File: src/rtl/sgw_pkg.sv
package sgw_pkg;

   typedef enum logic [2:0] {
      SG_IDLE,
      SG_CNT,
      SG_ADR,
      SG_XFER,
      SG_DONE,
      SG_ERR
   } sg_state_e;

endpackage

File: src/rtl/sgw_ctrl.sv
module sgw_ctrl
   import sgw_pkg::*;
(
   input  logic      clk,
   input  logic      rst_n,
   input  logic      start,
   input  logic      accept,
   input  logic      over,
   input  logic      cnt_zero,
   input  logic      cnt_last,
   input  logic      more,
   input  logic      at_max,
   output sg_state_e st
);

   sg_state_e st_nx;
   sg_state_e after_entry;

   always_comb begin
      if (!more)
         after_entry = SG_DONE;
      else if (at_max)
         after_entry = SG_ERR;
      else
         after_entry = SG_CNT;
   end

   always_comb begin
      st_nx = st;
      unique case (st)
         SG_IDLE: if (start) st_nx = SG_CNT;
         SG_CNT:  if (accept) st_nx = over ? SG_ERR : SG_ADR;
         SG_ADR:  if (accept) st_nx = cnt_zero ? after_entry : SG_XFER;
         SG_XFER: if (accept && cnt_last) st_nx = after_entry;
         SG_DONE: st_nx = SG_IDLE;
         SG_ERR:  st_nx = SG_IDLE;
         default: st_nx = SG_IDLE;
      endcase
   end

   always_ff @(posedge clk or negedge rst_n) begin
      if (!rst_n) st <= SG_IDLE;
      else        st <= st_nx;
   end

endmodule

File: src/rtl/sgw_datapath.sv
module sgw_datapath
   import sgw_pkg::*;
#(
   parameter int AW          = 32,
   parameter int DW          = 32,
   parameter int MAX_ENTRIES = 33,
   parameter int MAX_WORDS   = 16384,
   localparam int CW = $clog2(MAX_WORDS + 1),
   localparam int IW = $clog2(MAX_ENTRIES + 1),
   localparam int TW = $clog2(MAX_ENTRIES * MAX_WORDS + 1)
)(
   input  logic          clk,
   input  logic          rst_n,
   input  sg_state_e     st,
   input  logic          start,
   input  logic          dir,
   input  logic [AW-1:0] chain_base,
   input  logic          accept,
   input  logic [DW-1:0] rdata,
   output logic [AW-1:0] mem_addr,
   output logic          mem_we,
   output logic          over,
   output logic          cnt_zero,
   output logic          cnt_last,
   output logic          more,
   output logic          at_max,
   output logic [TW-1:0] total
);

   localparam logic [DW-2:0] WLIM = (DW-1)'(MAX_WORDS);
   localparam logic [AW-1:0] STEP = AW'(4);

   logic [AW-1:0] ptr, xaddr;
   logic [CW-1:0] cnt;
   logic [IW-1:0] idx;
   logic          dir_q;

   wire load    = (st == SG_IDLE) && start;
   wire cnt_acc = (st == SG_CNT)  && accept;
   wire adr_acc = (st == SG_ADR)  && accept;
   wire dat_acc = (st == SG_XFER) && accept;

   always_ff @(posedge clk or negedge rst_n) begin
      if (!rst_n) begin
         ptr   <= '0;
         xaddr <= '0;
         cnt   <= '0;
         idx   <= '0;
         more  <= 1'b0;
         dir_q <= 1'b0;
         total <= '0;
      end else begin
         if (load) begin
            ptr   <= chain_base;
            idx   <= '0;
            total <= '0;
            dir_q <= dir;
         end
         if (cnt_acc) begin
            cnt  <= rdata[CW-1:0];
            more <= rdata[DW-1];
            ptr  <= ptr + STEP;
            idx  <= idx + IW'(1);
         end
         if (adr_acc) begin
            xaddr <= rdata[AW-1:0];
            ptr   <= ptr + STEP;
         end
         if (dat_acc) begin
            xaddr <= xaddr + STEP;
            cnt   <= cnt - CW'(1);
            total <= total + TW'(1);
         end
      end
   end

   assign over     = rdata[DW-2:0] > WLIM;
   assign cnt_zero = (cnt == '0);
   assign cnt_last = (cnt == CW'(1));
   assign at_max   = (idx == IW'(MAX_ENTRIES));
   assign mem_addr = (st == SG_XFER) ? xaddr : ptr;
   assign mem_we   = (st == SG_XFER) && !dir_q;

endmodule

File: src/rtl/sg_chain_walker.sv
module sg_chain_walker
   import sgw_pkg::*;
#(
   parameter int AW          = 32,
   parameter int DW          = 32,
   parameter int MAX_ENTRIES = 33,
   parameter int MAX_WORDS   = 16384,
   localparam int TW = $clog2(MAX_ENTRIES * MAX_WORDS + 1)
)(
   input  logic          clk,
   input  logic          rst_n,
   input  logic          start,
   input  logic          dir,
   input  logic [AW-1:0] chain_base,
   output logic          mem_req,
   output logic          mem_we,
   output logic [AW-1:0] mem_addr,
   input  logic          mem_ready,
   input  logic [DW-1:0] mem_rdata,
   output logic          busy,
   output logic          done,
   output logic          err,
   output logic [TW-1:0] total_words
);

   if (DW != 32) begin : g_bad_dw
      $error("sg_chain_walker: descriptor words must be 32 bits");
   end
   if (AW > DW || AW < 3) begin : g_bad_aw
      $error("sg_chain_walker: AW must lie in 3..DW");
   end
   if (MAX_ENTRIES < 1 || MAX_WORDS < 1 || MAX_WORDS >= (1 << 30)) begin : g_bad_lim
      $error("sg_chain_walker: limit parameters out of range");
   end

   sg_state_e st;
   logic      over, cnt_zero, cnt_last, more, at_max;
   logic      accept;

   assign mem_req = (st == SG_CNT) || (st == SG_ADR) || (st == SG_XFER);
   assign accept  = mem_req && mem_ready;
   assign busy    = (st != SG_IDLE);
   assign done    = (st == SG_DONE);
   assign err     = (st == SG_ERR);

   sgw_ctrl u_ctrl (
      .clk      (clk),
      .rst_n    (rst_n),
      .start    (start),
      .accept   (accept),
      .over     (over),
      .cnt_zero (cnt_zero),
      .cnt_last (cnt_last),
      .more     (more),
      .at_max   (at_max),
      .st       (st)
   );

   sgw_datapath #(
      .AW          (AW),
      .DW          (DW),
      .MAX_ENTRIES (MAX_ENTRIES),
      .MAX_WORDS   (MAX_WORDS)
   ) u_dp (
      .clk        (clk),
      .rst_n      (rst_n),
      .st         (st),
      .start      (start),
      .dir        (dir),
      .chain_base (chain_base),
      .accept     (accept),
      .rdata      (mem_rdata),
      .mem_addr   (mem_addr),
      .mem_we     (mem_we),
      .over       (over),
      .cnt_zero   (cnt_zero),
      .cnt_last   (cnt_last),
      .more       (more),
      .at_max     (at_max),
      .total      (total_words)
   );

endmodule

File: config.mk
export PLATFORM = sky130hd
export DESIGN_NAME = sg_chain_walker
export DESIGN_NICKNAME = d
export VERILOG_FILES = /design/src/rtl/sgw_pkg.sv /design/src/rtl/sgw_ctrl.sv /design/src/rtl/sgw_datapath.sv /design/src/rtl/sg_chain_walker.sv
export SDC_FILE = /design/constraint.sdc
export NUM_CORES = 1
export LEC_CHECK = 0
export BUFFER_PORTS_ARGS = -buffer_cell sky130_fd_sc_hd__buf_2
export CAP_MARGIN = 20
export CELL_PAD_IN_SITES_DETAIL_PLACEMENT = 0
export CELL_PAD_IN_SITES_GLOBAL_PLACEMENT = 2
export CORE_UTILIZATION = 36
export CTS_CLUSTER_DIAMETER = 150
export DETAILED_ROUTE_END_ITERATION = 16
export PLACE_DENSITY = 0.91
export SKIP_LAST_GASP = 1
export SLEW_MARGIN = 20
export SYNTH_ARGS = -nofsm -noshare
export SYNTH_HDL_FRONTEND = slang
export SYNTH_SLANG_ARGS = --single-unit
File: constraint.sdc
create_clock -name clk -period 4.6 [get_ports clk]
set_input_delay 0.23 -clock clk [delete_from_list [all_inputs] [get_ports clk]]
set_output_delay 0.23 -clock clk [all_outputs]
set_load 0.01 [all_outputs]
==> impl_metrics.toml, run 1 <==
[status]
status = "completed"

[logic_synthesis]
syn_area_um2 = 6850
mappedNetlistNets = 879
yosys-top-cells-count = "nand2_1, dfrtp_1, o21ai_0"
avgSynthCellArea_um2 = 8.54
synth_largest_area_cell = "dfrtp_1"
synth_most_common_cell = "nand2_1"
synth.top_cell.area_share = 0.402
yosysSeqAreaShare = 0.402
ys_top_cells_by_area = "dfrtp_1, nand2_1, o21ai_0"
synth_ff_type = "dfrtp_1"
yosysUniqueCellTypes = 60
ys_ff_latch = 110
async_reset_ff_frac = 1.00
yosysWarnings = 0
syn_inst = 802
synth_edf_count = 0

[cells_and_area]
fin_util = 0.427
multiInputGateArea_um2 = 3830
regArea_um2 = 2750
fillers = 1918
syn_to_final_growth_pct = 16.3
nNetsFinal = 974
drive_gt1_frac = 0.214

[critical_path]
path_class = "reg -> out"
end_kind = "output pin"
reg2regPathDepth = 5
slowest_stage = "dfrtp_1"
crit_path_cell_trace = "buf_4 -> nand2_1 -> buf_4 -> mux2_2 -> buf_2"
worst_setup_path_start_kind = "flop"
cp_max_fo = 28
critPathTopFamily = "buffers and inverters"
ff2ff_setup_slack_ns = 1.94
cpPeakStageDelay_ns = 0.60
worst_r2r_endpoint = "u_dp.ptr[20]"
cp.required_ns = 4.37
r2r-start = "u_ctrl.st[0]"
arrival_ns = 2.75
crit_top_cell = "buf_4"
path_buf_inv = 3

[timing]
fmax_mhz = 336
finalCriticalPeriod_ns = 2.98
rsz0062_at_grt = "no"
post-route-period-util = 0.647
worst_pin_slew_ns = 0.944
finalHoldViolCount = 0
fin_setup_tns_ns = 0
final_max_slew_viol_count = 0
max_slew_margin = 0.371
setup_viol = 0
clock_skew_ns = 0.00805

[routing]
routed-wl-met2_um = 9540
detail_route.iter0.violations = 339
firstDrtPassIters = 5
highest_layer = "met5"
wl_per_cell_um = 18.8
totalWireLength_um = 21400
via_per_inst = 5.85
met1Wirelength_um = 10400
drc = 0
ant_nets = 0
met3_length_um = 1220
vias = 6662

[clock_tree]
cts_setup_buffers = 0
ctsResizeCount = 0
root_buffer = "clkbuf_16"
cts_sinks = 110
cts_hold_buf = 0
h-tree-depth = 3
clk_pin_slew_ns = 0.07
numCtsBuffers = 9
cts_tree = "built"
clock_latency_ns = 0.36
ctsLongestPathBuffers = 2

[pwr]
powerDensity_nw_per_um2 = 467
p_leak_nw = 3.46
ir_drop_v = 0.000222

[die]
die_y_um = 140
placementRows = 50
initial_core_util = 0.367
boundaryPins = 126
die_w_um = 140
core_um2 = 18600
dieArea_um2 = 19600

[placement]
dpl.hpwl_um = 15000
io_buffers = 125
gp_congestion = 0.835

[global_routing]
grt_first_pass_wirelength_um = 34900
grt_pass1_vias = 6099
groute.usage.overall = 0.225
antenna_found_initial = 3
grt_overflow_total = 0
grt_max_degree = 68

[job]
maxCapViolations = 0

[worst_hold_path]
hold_path_class = "in -> async"
## cell usage in the layout (no fill, tap or decap), types with 23 or more instances in the layout
master	count
nand2_1	127
buf_2	124
dfrtp_1	110
o21ai_0	70
nand3_1	44
nor2_1	43
a21oi_1	41
nand4_1	31
mux2_2	28
and3_1	23
## power by group
| group | internal (mW) | leakage, nW | switching (mW) |
|---|---|---|---|
| registers | 1.20 | 1.43 | 0.359 |
| logic | 0.549 | 1.88 | 0.744 |
| clock network | 0.491 | 0.154 | 0.382 |
## through the flow
stage | instance area (um^2) | hold slack (ns) | power [mW] | instances | setup WS (ns)
after detailed placement | 7620 | 0.422 | 2.86 | 1120 | 1.95
after global routing | 7950 | 0.0545 | 3.98 | 1136 | 1.46
final | 7960 | 0.00853 | 3.72 | 1138 | 1.62
after global placement | 7620 | 0.421 | 2.85 | 1120 | 1.95
after floorplan | 6850 | -0.0656 | 2.36 | 802 | 2.57
after CTS | 7950 | 0.0422 | 3.74 | 1136 | 1.65
## logic make-up (layout without fill, tap and decap cells)
logic type	Yosys count	count (layout)	share of synthesized area
compound gates	223	223	0.210
xor+xnor	3	3	0.00384
fa+ha+maj	8	8	0.0146
buf+inv	64	164	0.0409
flops	110	110	0.402
mux	48	48	0.0753
other cells	0	2	0
simple gates	346	346	0.254
## state kept, by name, summed over array words and instances, names as in the netlist
signal and flops:
u_dp.dir_q 1, u_dp.more 1, u_dp.idx 6, u_dp.ptr 32
u_ctrl.st 3, u_dp.cnt 15, u_dp.total 20, u_dp.xaddr 32
## worst max path at each step
| stage | startpoint | endpoint | slack, ns | depth (start not counted) |
|---|---|---|---|---|
| detailed placement | u_ctrl.st[0] | u_dp.ptr[20] | 1.95 | 5 |
| global placement | u_ctrl.st[0] | u_dp.ptr[22] | 1.95 | 5 |
| CTS | u_ctrl.st[0] | mem_addr[19] | 1.65 | 5 |
| global route | u_ctrl.st[0] | mem_addr[19] | 1.46 | 5 |
| finish | u_ctrl.st[0] | mem_addr[19] | 1.62 | 5 |
| floorplan | u_dp.ptr[2] | u_dp.ptr[28] | 2.57 | 7 |
## final cells by class
| class | count | share of cell area |
|---|---|---|
| antenna | 2 | 0.000629 |
| clock buffer | 10 | 0.0300 |
| clock inverter | 6 | 0.0107 |
| inverter | 12 | 0.00566 |
| multi-input combinational | 628 | 0.481 |
| sequential | 110 | 0.346 |
| tap | 234 | 0.0368 |
| timing repair buffer | 136 | 0.0893 |
## layer usage
metal,up-vias,global-route usage
met3,20,0.0479
li1,3224,-
met2,215,0.336
met4,2,0.0590
met5,-,0
met1,3201,0.328
(Power assumes the default switching activity.)
==> run 2: changes to the inputs <==
CORE_UTILIZATION = 30   (was 36)
PLACE_DENSITY = 0.81   (was 0.91)
clock period = 2.5 ns   (was 4.6 ns; I/O delays follow)
==> run 2 against run 1 <==
Effect of this change: first-iteration DRC count rose by 24%; total power rose by 89%; non-clock buffer count rose by 41; clock power rose by 81%; cell area rose by 5.0%; sequential cell count did not move; sequential share of layout area fell by 1.7 points; routed wire length rose by 6.4%; largest cell class unchanged; largest power group unchanged.
==> impl_metrics.toml, run 2 (synthesis results as in run 1) <==
[pwr]
p_leak_nw = 3.64
ir_drop_v = 0.000344
total_power_mw = 7.03
powerDensity_nw_per_um2 = 840

[cells_and_area]
final_common_cell = "nand2_1"
final_cell_mix = "nand2_1, buf_2, dfrtp_1, o21ai_0, nand3_1"
largestRegisters = "u_dp.ptr: 32 flops, u_dp.xaddr: 32 flops, u_dp.total: 20 flops"
syn_to_final_growth_pct = 22.1
fin_area_um2 = 8360
drive_gt1_frac = 0.226
insertedDiodeCount = 0
nNetsFinal = 1015

[clock_tree]
clock_latency_ns = 0.37
ctsLongestPathBuffers = 2
root_buffer = "clkbuf_16"
numCtsBuffers = 9
clk_pin_slew_ns = 0.07
cts_tree = "built"
cts_sinks = 110
h-tree-depth = 3

[timing]
finalHoldViolCount = 0
fmax_mhz = 433
final_max_slew_viol_count = 0
worst_hold_slack_ns = 0.0127
fin_setup_tns_ns = 0
fin_ws_ns = 0.192
worst_pin_slew_ns = 0.766
rsz0062_at_grt = "no"
max_slew_margin = 0.489
setup_viol = 0
post-route-period-util = 0.923
clock_skew_ns = 0.00978
finalCriticalPeriod_ns = 2.31

[critical_path]
ff2ff_setup_slack_ns = 0.23
crit_end = "mem_addr[31]"
cp.required_ns = 2.38
cpPeakStageDelay_ns = 0.60
path_class = "reg -> out"
startpoint = "u_ctrl.st[2]"
reg2regPathDepth = 6
worst_setup_path_start_kind = "flop"
arrival_ns = 2.18
end_kind = "output pin"
cp_max_fo = 18
r2r-start = "u_dp.ptr[2]"
worst_r2r_endpoint = "u_dp.ptr[28]"
slowest_stage = "dfrtp_1"
crit_path_cell_trace = "nor2b_2 -> nand2_2 -> buf_4 -> mux2_2 -> buf_2"

[status]
status = "completed"

[placement]
placed_area_um2 = 7840
place_ws_ns = 0.247
gp_congestion = 0.840
dpl.hpwl_um = 16300
io_buffers = 125

[global_routing]
grt_first_pass_wirelength_um = 36100
grt_pass1_vias = 6391
antenna_found_initial = 0
grt_max_degree = 111
groute.usage.overall = 0.195
grt_overflow_total = 0

[job]
maxCapViolations = 0

[routing]
via_per_inst = 5.58
drc = 0
ant_nets = 0
totalWireLength_um = 22800
vias = 6818
detail_route.iter0.violations = 420
firstDrtPassIters = 7
wl_per_cell_um = 18.7

[worst_hold_path]
hold_path_class = "in -> reg"

[die]
die_w_um = 153
boundaryPins = 126
initial_core_util = 0.310
core_um2 = 22100
die_y_um = 153
dieArea_um2 = 23400
placementRows = 54
-- run 2: changes by cell type in the layout (fill, tap and decap cells not counted), sizes merged --
cell and delta:
dlygate4sd3 +20, clkinv -1, buf +21, diode -2
clkinvlp -1
-- run 2: worst min-delay path by stage --
stage	start	to	slack, ns	cells after the start
after CTS	chain_base[5]	u_dp.ptr[5]	0.004	3
after detailed placement	rst_n	u_dp.ptr[20]	0.28	2
after floorplan	rst_n	u_ctrl.st[0]	-0.17	0
final	chain_base[9]	u_dp.ptr[9]	0.01	3
after global routing	chain_base[9]	u_dp.ptr[9]	0.005	3
after global placement	rst_n	u_dp.ptr[20]	0.28	2
-- run 2: cell type report --
type	count	area, um^2
fill	2315	13700
tap	280	350
clock buffer	10	239
sequential	110	2750
clock inverter	4	72.6
multi-input combinational	628	3820
inverter	12	45.0
timing repair buffer	177	1080
-- run 2: worst max-delay path, delay by kind of cell, from the launching register on --
family | cells | cell delay, ns
buf+inv | 2 | 0.43
flops | 1 | 0.60
mux | 1 | 0.39
simple gates | 2 | 0.39
-- run 2: per-layer routing --
layer,global-route usage,part of all wire
met5,0,0
met4,0.0702,0.024
met3,0.0462,0.060
met2,0.299,0.45
met1,0.266,0.46
-- run 2: metrics by stage --
| stage | utilization | std cells |
|---|---|---|
| after floorplan | - | 802 |
| after global placement | 0.355 | 1187 |
| after detailed placement | 0.355 | 1187 |
| after CTS | 0.378 | 1221 |
| after global routing | 0.378 | 1221 |
| final | 0.378 | 1221 |
-- run 2: repair_timing --
item,4_1_cts,5_1_grt
endpoints found under the hold margin,129,0
resized for setup,1,1
hold buffers,20,0
endpoints found under the setup margin,15,15
setup buffers,0,0
-- run 2: power breakdown --
part / internal (mW) / switching (mW)
registers: 2.20 / 0.633
clock network: 0.894 / 0.690
logic: 1.12 / 1.49
==> run 3: changes to the inputs <==
RECOVER_POWER = 50   (was unset)
==> run 3 against run 2 <==
Effect of this change: routed wire length fell by 0.15%; count of clock-buffer cells in the layout did not move; critical path type unchanged; non-clock buffer count did not move; cell area fell by 0.48%; register-to-register slack worse by 0.02 ns; highest routed layer unchanged; sequential power barely moved; clock skew barely moved; cell count is the same; the run now ends with capacitance limit, slew limit left; fmax down 0.17%.
==> impl_metrics.toml, run 3 (synthesis results as in run 1) <==
[clock_tree]
numCtsBuffers = 9
ctsLongestPathBuffers = 2
cts_sinks = 110
cts_tree = "built"
cts_setup_buffers = 0
h-tree-depth = 3
root_buffer = "clkbuf_16"
clock_latency_ns = 0.36
clk_pin_slew_ns = 0.07

[pwr]
power_frac_clock = 0.225
powerDensity_nw_per_um2 = 843
ir_drop_v = 0.000346
p_leak_nw = 3.54
power_switching_mw = 2.81
sw_frac_of_total = 0.401
internal-power_mw = 4.21
pwr-share-comb = 0.371
seqPwrFrac = 0.404

[placement]
io_buffers = 125
dpl.hpwl_um = 16300
place_inst = 1187
gp_congestion = 0.840
place_ws_ns = 0.247

[routing]
drc = 0
firstDrtPassIters = 7
totalWireLength_um = 22700
vias = 6793
ant_nets = 0
detail_route.iter0.violations = 431
via_per_inst = 5.56
wl_per_cell_um = 18.6

[die]
die_y_um = 153
placementRows = 54
dieArea_um2 = 23400
die_w_um = 153
core_um2 = 22100
initial_core_util = 0.310
boundaryPins = 126

[critical_path]
end_kind = "output pin"
arrival_ns = 2.19
worst_r2r_endpoint = "u_dp.ptr[28]"
cp.required_ns = 2.38
r2r-start = "u_dp.ptr[2]"
cp_max_fo = 18
path_class = "reg -> out"
ff2ff_setup_slack_ns = 0.21
reg2regPathDepth = 6
worst_setup_path_start_kind = "flop"

[global_routing]
grt_overflow_total = 0
grt_pass1_vias = 6391
groute.usage.overall = 0.195
grt_max_degree = 111
grt_first_pass_wirelength_um = 36100
antenna_found_initial = 0

[cells_and_area]
final_common_cell = "nand2_1"
syn_to_final_growth_pct = 21.5
instances_no_fill = 1221
fin_util = 0.377
fillers = 2328
drive_gt1_frac = 0.203
nNetsFinal = 1015
final_cell_mix = "nand2_1, dfrtp_1, buf_2, o21ai_0, nand3_1"
largestRegisters = "u_dp.ptr: 32 flops, u_dp.xaddr: 32 flops, u_dp.total: 20 flops"
insertedDiodeCount = 0

[timing]
rsz0062_at_grt = "no"
fin_ws_ns = 0.188
fin_setup_tns_ns = 0
clock_skew_ns = 0.00995
fmax_mhz = 433
setup_viol = 0
worst_pin_slew_ns = 1.63
finalCriticalPeriod_ns = 2.31
finalHoldViolCount = 0
max_slew_margin = -0.0890
final_max_slew_viol_count = 111
post-route-period-util = 0.925

[worst_hold_path]
hold-path-cell-count = 3
min_to = "u_dp.ptr[9]"
hp-start = "chain_base[9]"
hold_path_class = "in -> reg"

[status]
status = "finished with violations"
violations = "capacitance limit, slew limit"

[job]
maxCapViolations = 1
-- run 3: changes by cell type in the layout (fill, tap and decap cells not counted) --
cell      previous run  this run
and2_0               0         1
and2_1               7         6
buf_12               1         0
buf_2              124       102
buf_4               32        31
clkbuf_1             0        22
clkbuf_4             0         2
-- run 3: worst max path at each step --
stage            startpoint            to  slack (ns)  cells past startpoint
4_1_cts        u_ctrl.st[0]  mem_addr[17]        0.03                      5
3_5_place_dp    u_dp.ptr[2]  u_dp.ptr[28]        0.25                      6
2_1_floorplan   u_dp.ptr[2]  u_dp.ptr[28]        0.47                      7
5_1_grt         u_dp.ptr[2]  u_dp.ptr[28]        0.07                      6
3_3_place_gp    u_dp.ptr[2]  u_dp.ptr[28]        0.30                      6
6_report       u_ctrl.st[2]  mem_addr[31]        0.19                      5
-- run 3: power groups by stage --
stage               sequential (mW)  combinational (mW)  clock (mW)
finish                         2.84                2.60        1.58
global route                   2.91                2.87        1.68
CTS                            2.82                2.61        1.63
detailed placement             2.85                2.58           0
global placement               2.84                2.58           0
floorplan                      2.60                1.73           0
-- run 3: repair_timing --
| item | 4_1_cts | 5_1_grt |
|---|---|---|
| gates resized for setup | 1 | 1 |
| hold endpoints to repair | 129 | 0 |
| endpoints found under the setup margin | 15 | 15 |
| hold buffers | 20 | 0 |
-- run 3: metrics by stage --
| step | hold WS (ns) | total power, mW | instance area [um^2] |
|---|---|---|---|
| after CTS | 0.00391 | 7.06 | 8360 |
| after global routing | 0.00544 | 7.45 | 8320 |
| after global placement | 0.280 | 5.42 | 7840 |
| after floorplan | -0.171 | 4.34 | 6850 |
| final | 0.0154 | 7.02 | 8320 |
| after detailed placement | 0.277 | 5.43 | 7840 |
-- run 3: area by class of cell --
type	count	area [um^2]	share of cell area
Clock inverter	4	72.6	0.00872
Inverter	12	45.0	0.00541
Sequential cell	110	2750	0.331
Timing Repair Buffer	177	1040	0.125
Tap cell	280	350	0.0421
Clock buffer	10	239	0.0287
Multi-Input combinational cell	628	3820	0.459
-- run 3: critical path, stage by stage, from the launching register on --
cell and delay [ns]:
dfrtp_1 0.61, nor2b_2 0.16, nand2_2 0.23, buf_4 0.29, mux2_2 0.39, buf_2 0.14
-- run 3: routing by layer --
layer | share of wire | track usage | wire, um | up-vias
li1 | - | - | - | 3285
met1 | 0.46 | 0.266 | 10500 | 3275
met2 | 0.45 | 0.299 | 10300 | 204
met3 | 0.059 | 0.0462 | 1350 | 29
met4 | 0.025 | 0.0702 | 566 | 0
met5 | 0 | 0 | 0 | -
